--- src/rtl/rate_sel_pkg.sv ---
package rate_sel_pkg;

    typedef enum logic [1:0] {
        RATE_500K = 2'b00,
        RATE_300K = 2'b01,
        RATE_250K = 2'b10,
        RATE_1M   = 2'b11
    } rate_code_e;

    typedef struct packed {
        logic       load;
        rate_code_e code;
    } rate_upd_t;

    function automatic int unsigned rate_kbps(rate_code_e c);
        case (c)
            RATE_500K: return 500;
            RATE_300K: return 300;
            RATE_250K: return 250;
            default:   return 1000;
        endcase
    endfunction

    function automatic int unsigned cell_div(int unsigned clk_khz, rate_code_e c);
        return clk_khz / rate_kbps(c);
    endfunction

endpackage

--- src/rtl/rate_reg_file.sv ---
module rate_reg_file
    import rate_sel_pkg::*;
#(
    parameter int ADDR_W   = 10,
    parameter int DATA_W   = 8,
    parameter logic [ADDR_W-1:0] CCR_ADDR = 10'h3F7,
    parameter logic [ADDR_W-1:0] DSR_ADDR = 10'h3F4,
    localparam int UPPER_W = DATA_W - 2
) (
    input  logic               clk,
    input  logic               rst,
    input  logic [ADDR_W-1:0]  addr,
    input  logic               wr_en,
    input  logic [DATA_W-1:0]  wr_data,
    output rate_code_e         rate_q,
    output rate_upd_t          upd,
    output logic [UPPER_W-1:0] upper_q
);

    logic hit_ccr, hit_dsr;

    always_comb begin
        hit_ccr   = wr_en && (addr == CCR_ADDR);
        hit_dsr   = wr_en && (addr == DSR_ADDR);
        upd.load  = hit_ccr || hit_dsr;
        upd.code  = rate_code_e'(wr_data[1:0]);
    end

    always_ff @(posedge clk) begin
        if (rst) begin
            rate_q  <= RATE_500K;
            upper_q <= '0;
        end else begin
            if (upd.load) rate_q <= upd.code;
            if (hit_dsr)  upper_q <= wr_data[DATA_W-1:2];
        end
    end


    ccr_load_chk: assert property (@(posedge clk) disable iff (rst)
        (wr_en && addr == CCR_ADDR) |=> (rate_q == $past(wr_data[1:0])));


    dsr_upper_chk: assert property (@(posedge clk) disable iff (rst)
        (wr_en && addr == DSR_ADDR) |=> (upper_q == $past(wr_data[DATA_W-1:2])));


    other_addr_chk: assert property (@(posedge clk) disable iff (rst)
        (!wr_en || (addr != CCR_ADDR && addr != DSR_ADDR)) |=> ($stable(rate_q) && $stable(upper_q)));

endmodule

--- src/rtl/cell_divider.sv ---
module cell_divider
    import rate_sel_pkg::*;
#(
    parameter int CLK_KHZ = 24000,
    localparam int MAX_DIV = CLK_KHZ / 250,
    localparam int CNT_W   = $clog2(MAX_DIV + 1)
) (
    input  logic       clk,
    input  logic       rst,
    input  rate_code_e rate_q,
    input  rate_upd_t  upd,
    output logic       tick
);

    logic [CNT_W-1:0] cnt;
    logic [CNT_W-1:0] last_cnt;

    always_comb begin
        last_cnt = CNT_W'(cell_div(CLK_KHZ, rate_q) - 1);
    end

    always_ff @(posedge clk) begin
        if (rst || upd.load) begin
            cnt  <= '0;
            tick <= 1'b0;
        end else if (cnt >= last_cnt) begin
            cnt  <= '0;
            tick <= 1'b1;
        end else begin
            cnt  <= cnt + 1'b1;
            tick <= 1'b0;
        end
    end


    restart_quiet_chk: assert property (@(posedge clk) disable iff (rst)
        upd.load |=> !tick);


    tick_single_chk: assert property (@(posedge clk) disable iff (rst)
        tick |=> !tick);

endmodule

--- src/rtl/data_rate_select.sv ---
module data_rate_select
    import rate_sel_pkg::*;
#(
    parameter int ADDR_W  = 10,
    parameter int DATA_W  = 8,
    parameter int CLK_KHZ = 24000,
    parameter logic [ADDR_W-1:0] CCR_ADDR = 10'h3F7,
    parameter logic [ADDR_W-1:0] DSR_ADDR = 10'h3F4,
    localparam int UPPER_W = DATA_W - 2
) (
    input  logic               clk,
    input  logic               rst,
    input  logic [ADDR_W-1:0]  addr,
    input  logic               wr_en,
    input  logic [DATA_W-1:0]  wr_data,
    input  logic [DATA_W-1:0]  status_in,
    output logic [DATA_W-1:0]  rd_data,
    output logic [1:0]         drate,
    output logic               cell_tick,
    output logic [UPPER_W-1:0] dsr_bits
);

    rate_code_e rate_q;
    rate_upd_t  upd;

    rate_reg_file #(
        .ADDR_W(ADDR_W), .DATA_W(DATA_W),
        .CCR_ADDR(CCR_ADDR), .DSR_ADDR(DSR_ADDR)
    ) i_regs (
        .clk(clk), .rst(rst), .addr(addr), .wr_en(wr_en),
        .wr_data(wr_data), .rate_q(rate_q), .upd(upd), .upper_q(dsr_bits)
    );

    cell_divider #(.CLK_KHZ(CLK_KHZ)) i_div (
        .clk(clk), .rst(rst), .rate_q(rate_q), .upd(upd), .tick(cell_tick)
    );

    always_comb begin
        drate   = rate_q;
        rd_data = (addr == CCR_ADDR) ? status_in : '0;
    end


    reset_rate_chk: assert property (@(posedge clk)
        $past(rst) |-> (drate == 2'b00 && !cell_tick));

endmodule

--- config.mk ---
export PLATFORM = sky130hd
export DESIGN_NAME = data_rate_select
export DESIGN_NICKNAME = d
export VERILOG_FILES = /design/src/rtl/rate_sel_pkg.sv /design/src/rtl/rate_reg_file.sv /design/src/rtl/cell_divider.sv /design/src/rtl/data_rate_select.sv
export SDC_FILE = /design/constraint.sdc
export NUM_CORES = 1
export LEC_CHECK = 0
export BUFFER_PORTS_ARGS = -buffer_cell sky130_fd_sc_hd__buf_2
export CORE_ASPECT_RATIO = 0.8
export CORE_UTILIZATION = 56
export CTS_CLUSTER_DIAMETER = 40
export DETAILED_ROUTE_END_ITERATION = 6
export PLACE_DENSITY = 0.8
export SYNTH_ARGS = -nofsm -noshare
export SYNTH_HDL_FRONTEND = slang
export SYNTH_SLANG_ARGS = --single-unit
--- constraint.sdc ---
create_clock -name clk -period 7.65 [get_ports clk]
set_input_delay 0 -clock clk [delete_from_list [all_inputs] [get_ports clk]]
set_output_delay 0 -clock clk [all_outputs]
set_load 0.005 [all_outputs]
**Yosys cells after proc, flatten, opt, wreduce, memory -nomap -nowiden**

Index checks and enable logic that the tools add are counted.

- Flip-flop bits (word level): 16
- Output and inout bits: 17
- Bits of input ports: 29
- Logic and storage cells: 21

- Equal/unequal tests: 4
- Order comparisons: 1
- Add/sub/neg operators: 2
- Div/mod/pow operators: 1
- Reductions and logical operators: 6
- Mux-type cells: 3

Operators by type and width:

| kind | number |
|---|---|
| $div 15x32->32 const A | 1 |
| $pmux 10 s3 | 1 |
| $eq 10x10->1 const B | 2 |
| $mux 8 | 1 |
| $add 7x1->7 const B | 1 |
| $ge 7x7->1 | 1 |
| $sub 7x1->7 const B | 1 |
| $eq 2x1->1 const B | 1 |
| $eq 2x2->1 const B | 1 |
| $logic_and 1x1->1 | 2 |
| $logic_not 2->1 | 1 |
| $logic_or 1x1->1 | 2 |
| $reduce_or 2->1 | 1 |
| $mux 1 | 1 |

**Longest topological paths before layout**

- Depth in word-level cells: 6
- Gate-level depth with buffers: 34
- Depth with buffers taken out: 33

**By module**

A second synthesis with hierarchy kept.

- Cell total of the unflattened synthesis: 260
- Area total of the unflattened synthesis: 2289.7 sq um

Modules (own cells, without submodules):

| module | area each (sq um) | cells an instance | times used | seq. area each (sq um) |
|---|---|---|---|---|
| cell_divider | 1694.1 | 198 | 1 | 160.2 |
| rate_reg_file | 479.2 | 42 | 1 | 160.2 |
| data_rate_select | 116.4 | 20 | 1 | 0.0 |

**Worst setup path before layout**

Ideal clock, no wire load.

- Path type: register to register
- From: register i_regs.rate_q[0]
- To: register i_div.cnt[2]
- Cell stages (with the launch flop): 35
- Clock period less this slack: 6.935 ns
- Path buffers: 1
- Library setup time: 0.062 ns
- Path slack: 0.715 ns
- Required time: 7.588 ns
- Arrival time: 6.873 ns
- Cells stage by stage: dfxtp_1 inv_1 ha_1 inv_1 ha_1 nor2_1 inv_1 ha_1 a21o_1 o31ai_2 o21ai_1 a21oi_1 buf_2 nor2_1 ha_1 a21oi_1 o31ai_1 a211o_1 nor4_4 and2b_1 ha_1 o211ai_1 a21oi_1 a221oi_1 o2111ai_1 a221o_1 nor2_1 ha_1 xor2_1 ha_1 a211o_1 or4_1 o22a_1 o31a_4 nor2_2

- Longest elaborated chain between the ends: 6
- Elaborated cells between the ends (all ways): 8
- Classes of those cells: 1 x add/sub; 1 x div; 1 x order compare; 2 x eq/ne; 1 x mux; 2 x reduce/logical

Ends and longest elaborated chain:

| item | line | source |
|---|---|---|
| start: declaration | rate_reg_file.sv:15 | `output rate_code_e rate_q,` |
| start signal: assignment | rate_reg_file.sv:34 | `if (upd.load) rate_q <= upd.code;` |
| $eq 2x2->1, or another cell as far along | rate_sel_pkg.sv:16 | `case (c)` |
| $pmux 10 s3 (*) | rate_sel_pkg.sv:16 |  |
| $div 15x32->32 (*) | rate_sel_pkg.sv:25 | `return clk_khz / rate_kbps(c);` |
| $sub 7x1->7 (*) | cell_divider.sv:19 | `last_cnt = CNT_W'(cell_div(CLK_KHZ, rate_q) - 1);` |
| $ge 7x7->1 (*) | cell_divider.sv:26 | `end else if (cnt >= last_cnt) begin` |
| $reduce_or 2->1 (no line) (*) | n/a |  |
| end signal: assignment | cell_divider.sv:30 | `cnt <= cnt + 1'b1;` |
| end: declaration | cell_divider.sv:15 | `logic [CNT_W-1:0] cnt;` |

Mark *: on every way between the ends. The rest lies on a longest branch, timed or not.
A chain may end at the register's enable or synchronous reset.

**Final worst setup path**

- From: register i_regs.rate_q[0]
- To: register i_div.cnt[5]

The elaborated chain is that of the path after synthesis.

==> flow_metrics.env <==
export IMPL_startpoint_type="flop"
export IMPL_synth_edf_count=0
export IMPL_grt_pass1_vias=2363
export IMPL_syn_area_per_cell_um2=7.46
export IMPL_clkTransAtPathRegs_ps=60
export IMPL_status="complete, no violations"
export IMPL_htreeDepth=1
export IMPL_clk_latency_ps=240
export IMPL_vias_per_cell=6.38
export IMPL_timing_rr_end="i_div.cnt[5]"
export IMPL_synth_warnings=0
export IMPL_rows=21
export IMPL_grt_use_total_pct=31.0
export IMPL_relSlewSlack_pct=57.2
export IMPL_setup_violations=0
export IMPL_grt_ovfl_total=0
export IMPL_cp_data_arrival_time_ps=7380
export IMPL_dr_pass1_iters=6
export IMPL_syn_area_um2=2470
export IMPL_nets=432
export IMPL_ys_types=73
export IMPL_area_growth_pct=15.1
export IMPL_max_freq_mhz=139
export IMPL_slowest_stage="or4_1"
export IMPL_drc=0
export IMPL_worstMarginPinSlew_ps=642
export IMPL_r2r_cells=33
export IMPL_yosysSeqAreaShare_pct=13.0
export IMPL_syn_inst=331
export IMPL_whs_ps=42.6
export IMPL_critPathKind="flop to flop"
export IMPL_wl_per_cell_um=16.6
export IMPL_min_period_over_period_pct=94.1
export IMPL_layout_drive_gt1_share_pct=20.3
export IMPL_maxCapViolations=0
export IMPL_slew_violations=0
export IMPL_coreArea_um2=4200
export IMPL_syn_nets=386
export IMPL_die_area_um2=4680
export IMPL_worstReg2RegStart="i_regs.rate_q[0]"
export IMPL_ios=46
export IMPL_grt_pass1_wl_um=11400
export IMPL_drt_wl_total_um=7180
export IMPL_placed_area_um2=2710
export IMPL_cts_tree="yes"
export IMPL_hp_class="input pin to flop"
export IMPL_cts_path_max_buffers=2
export IMPL_clock_sinks=16
export IMPL_irDropWorstVdd_v=0.000113
export IMPL_gp_congestion=0.995
export IMPL_crit_start="i_regs.rate_q[0]"
export IMPL_drtIter0Drc=360
export IMPL_leakage_nw=1.33
export IMPL_multi_input_area_um2=1990
export IMPL_hold_viol_final=0
export IMPL_numCtsBuffers=3
export IMPL_synthTopCellsByArea="ha_1 13%, dfxtp_1 13%, nor2_1 5.0%"
export IMPL_hpwlAfterDp_um=5190
export IMPL_powerDensity_nw_per_um2=82.9
export IMPL_synth_ff_latch_count=16
export IMPL_die_w_um=76.3
export IMPL_portBuffers=45
export IMPL_register_area_um2=320
export IMPL_antenna_found_initial=0
export IMPL_cp_end_kind="flop"
export IMPL_synth_largest_area_cell="ha_1"
export IMPL_rrSetupSlack_ps=450
export IMPL_post_route_cell_area_um2=2840
export IMPL_slowest_delay_ps=510
export IMPL_grt_max_degree=33
export IMPL_async_reset_ff_share_pct=0
export IMPL_antenna_cells=0
export IMPL_critPathMostFrequentCell="ha_1"
export IMPL_worstPathRequired_ps=7830
export IMPL_critPathCapture="i_div.cnt[5]"
export IMPL_synth_ff_type="dfxtp_1"
export IMPL_vias=2757
export IMPL_period_minus_slack_ps=7200
export IMPL_nFillCells=372
export IMPL_root_buffer="clkbuf_8"
export IMPL_fp_dieH_um=61.4
export IMPL_ant_nets=0
export IMPL_finClkSkew_ps=4.09
export IMPL_crit_fanout=8
export IMPL_synth_top_area_share_pct=13.2
export IMPL_holdPathStages=2
export IMPL_start_util_pct=58.8
[cell type report]
type	instances	share of cell area, %
sequential	16	11.3
timing repair buffer	59	12.3
multi-input combinational	278	69.9
clock buffer	3	1.45
inverter	19	2.51
tap	57	2.51
[sequential cells by signal, summed over array words and instances (netlist names)]
register,cells
i_div.tick,1
i_regs.upper_q,6
i_div.cnt,7
i_regs.rate_q,2
[kinds of logic after synthesis]
kind of cell	after synthesis	share of synthesized area, %
simple gates	138	30.4
flops	16	13.0
buf+inv	37	6.74
compound gates	88	27.0
fa+ha+maj	26	13.2
mux	10	4.10
xor+xnor	16	5.67
[worst min-delay path by stage]
stage / startpoint / end / slack [ps]
floorplan: status_in[0] / rd_data[0] / 110
global placement: wr_data[7] / i_regs.upper_q[5] / 230
detailed placement: wr_data[0] / i_regs.rate_q[0] / 240
CTS: rst / i_regs.rate_q[0] / 40
global route: rst / i_regs.upper_q[1] / 70
finish: rst / i_regs.rate_q[1] / 40
[cell usage in the layout, fill, tap and decap left out, drive strengths merged, types with 9 or more instances in the layout]
master  Yosys  routed
nand3      12      12
nor2       40      40
buf         9      51
o21ai      17      17
a21oi      17      17
inv        19      19
ha         26      26
mux2i       9       9
nand2      25      25
and2       13      13
dfxtp      16      16
xnor2       9       9
[per-stage QoR]
stage / setup WS, ps / instances / power (W) / setup TNS (ps) / utilization, %
2_1_floorplan: 715 / 331 / 0.000156 / 0 / -
4_1_cts: 191 / 431 / 0.000237 / 0 / 67.3
3_5_place_dp: 246 / 420 / 0.000173 / 0 / 64.4
3_3_place_gp: 530 / 420 / 0.000169 / 0 / 64.4
6_report: 449 / 432 / 0.000236 / 0 / 67.6
5_1_grt: -4.69 / 432 / 0.000251 / -4.69 / 67.6
[cells in the mapped netlist, drive strengths merged, types with 2 or more instances]
master	instances
nor3	7
nand4b	2
o31ai	6
mux2i	9
buf	9
and2b	2
nand3b	2
o21ai	17
nor2b	8
a31oi	3
nand3	12
nand2b	2
nor4	2
inv	19
o31a	3
clkbuf	9
a221oi	2
dfxtp	16
a21o	4
and2	13
xor2	7
o221ai	3
a21oi	17
o211ai	5
o311ai	4
ha	26
o2111ai	4
a211oi	3
xnor2	9
o41ai	2
or3	4
a211o	2
nor2	40
nand4	5
nand2	25
a22oi	2
and3	5
[metal layers]
layer	vias up	part of all wire, %	track usage (%)
met5	-	0	0
met4	0	2.2	7.14
met3	29	9.8	6.52
met2	183	45	51.4
met1	1243	43	42.2
li1	1302	-	-
[worst max-delay path: cells and delay by family (launching register included)]
kind                       cells  cell delay, ps
AOI/OAI and AO/OA             15            2940
xor gates and xnor gates       1             140
adders and majority gates      7            1820
buffers and inverters          3             370
DFF                            1             380
and+or+nand+nor                7            1480
[where the power goes]
group / switching [W] / internal [W] / total, W
clock: 0.0000254 / 0.0000348 / 0.0000602
sequential: 0.0000142 / 0.0000960 / 0.000110
combinational: 0.0000296 / 0.0000358 / 0.0000653
[what timing repair did]
| action | in CTS | in global routing |
|---|---|---|
| endpoints found under the hold margin | 8 | 0 |
| setup buffers | 0 | 1 |
| setup endpoints to repair | 0 | 7 |
| hold buffers | 8 | 0 |
| resized for setup | 0 | 2 |
Power figures use the tool's default switching activity.
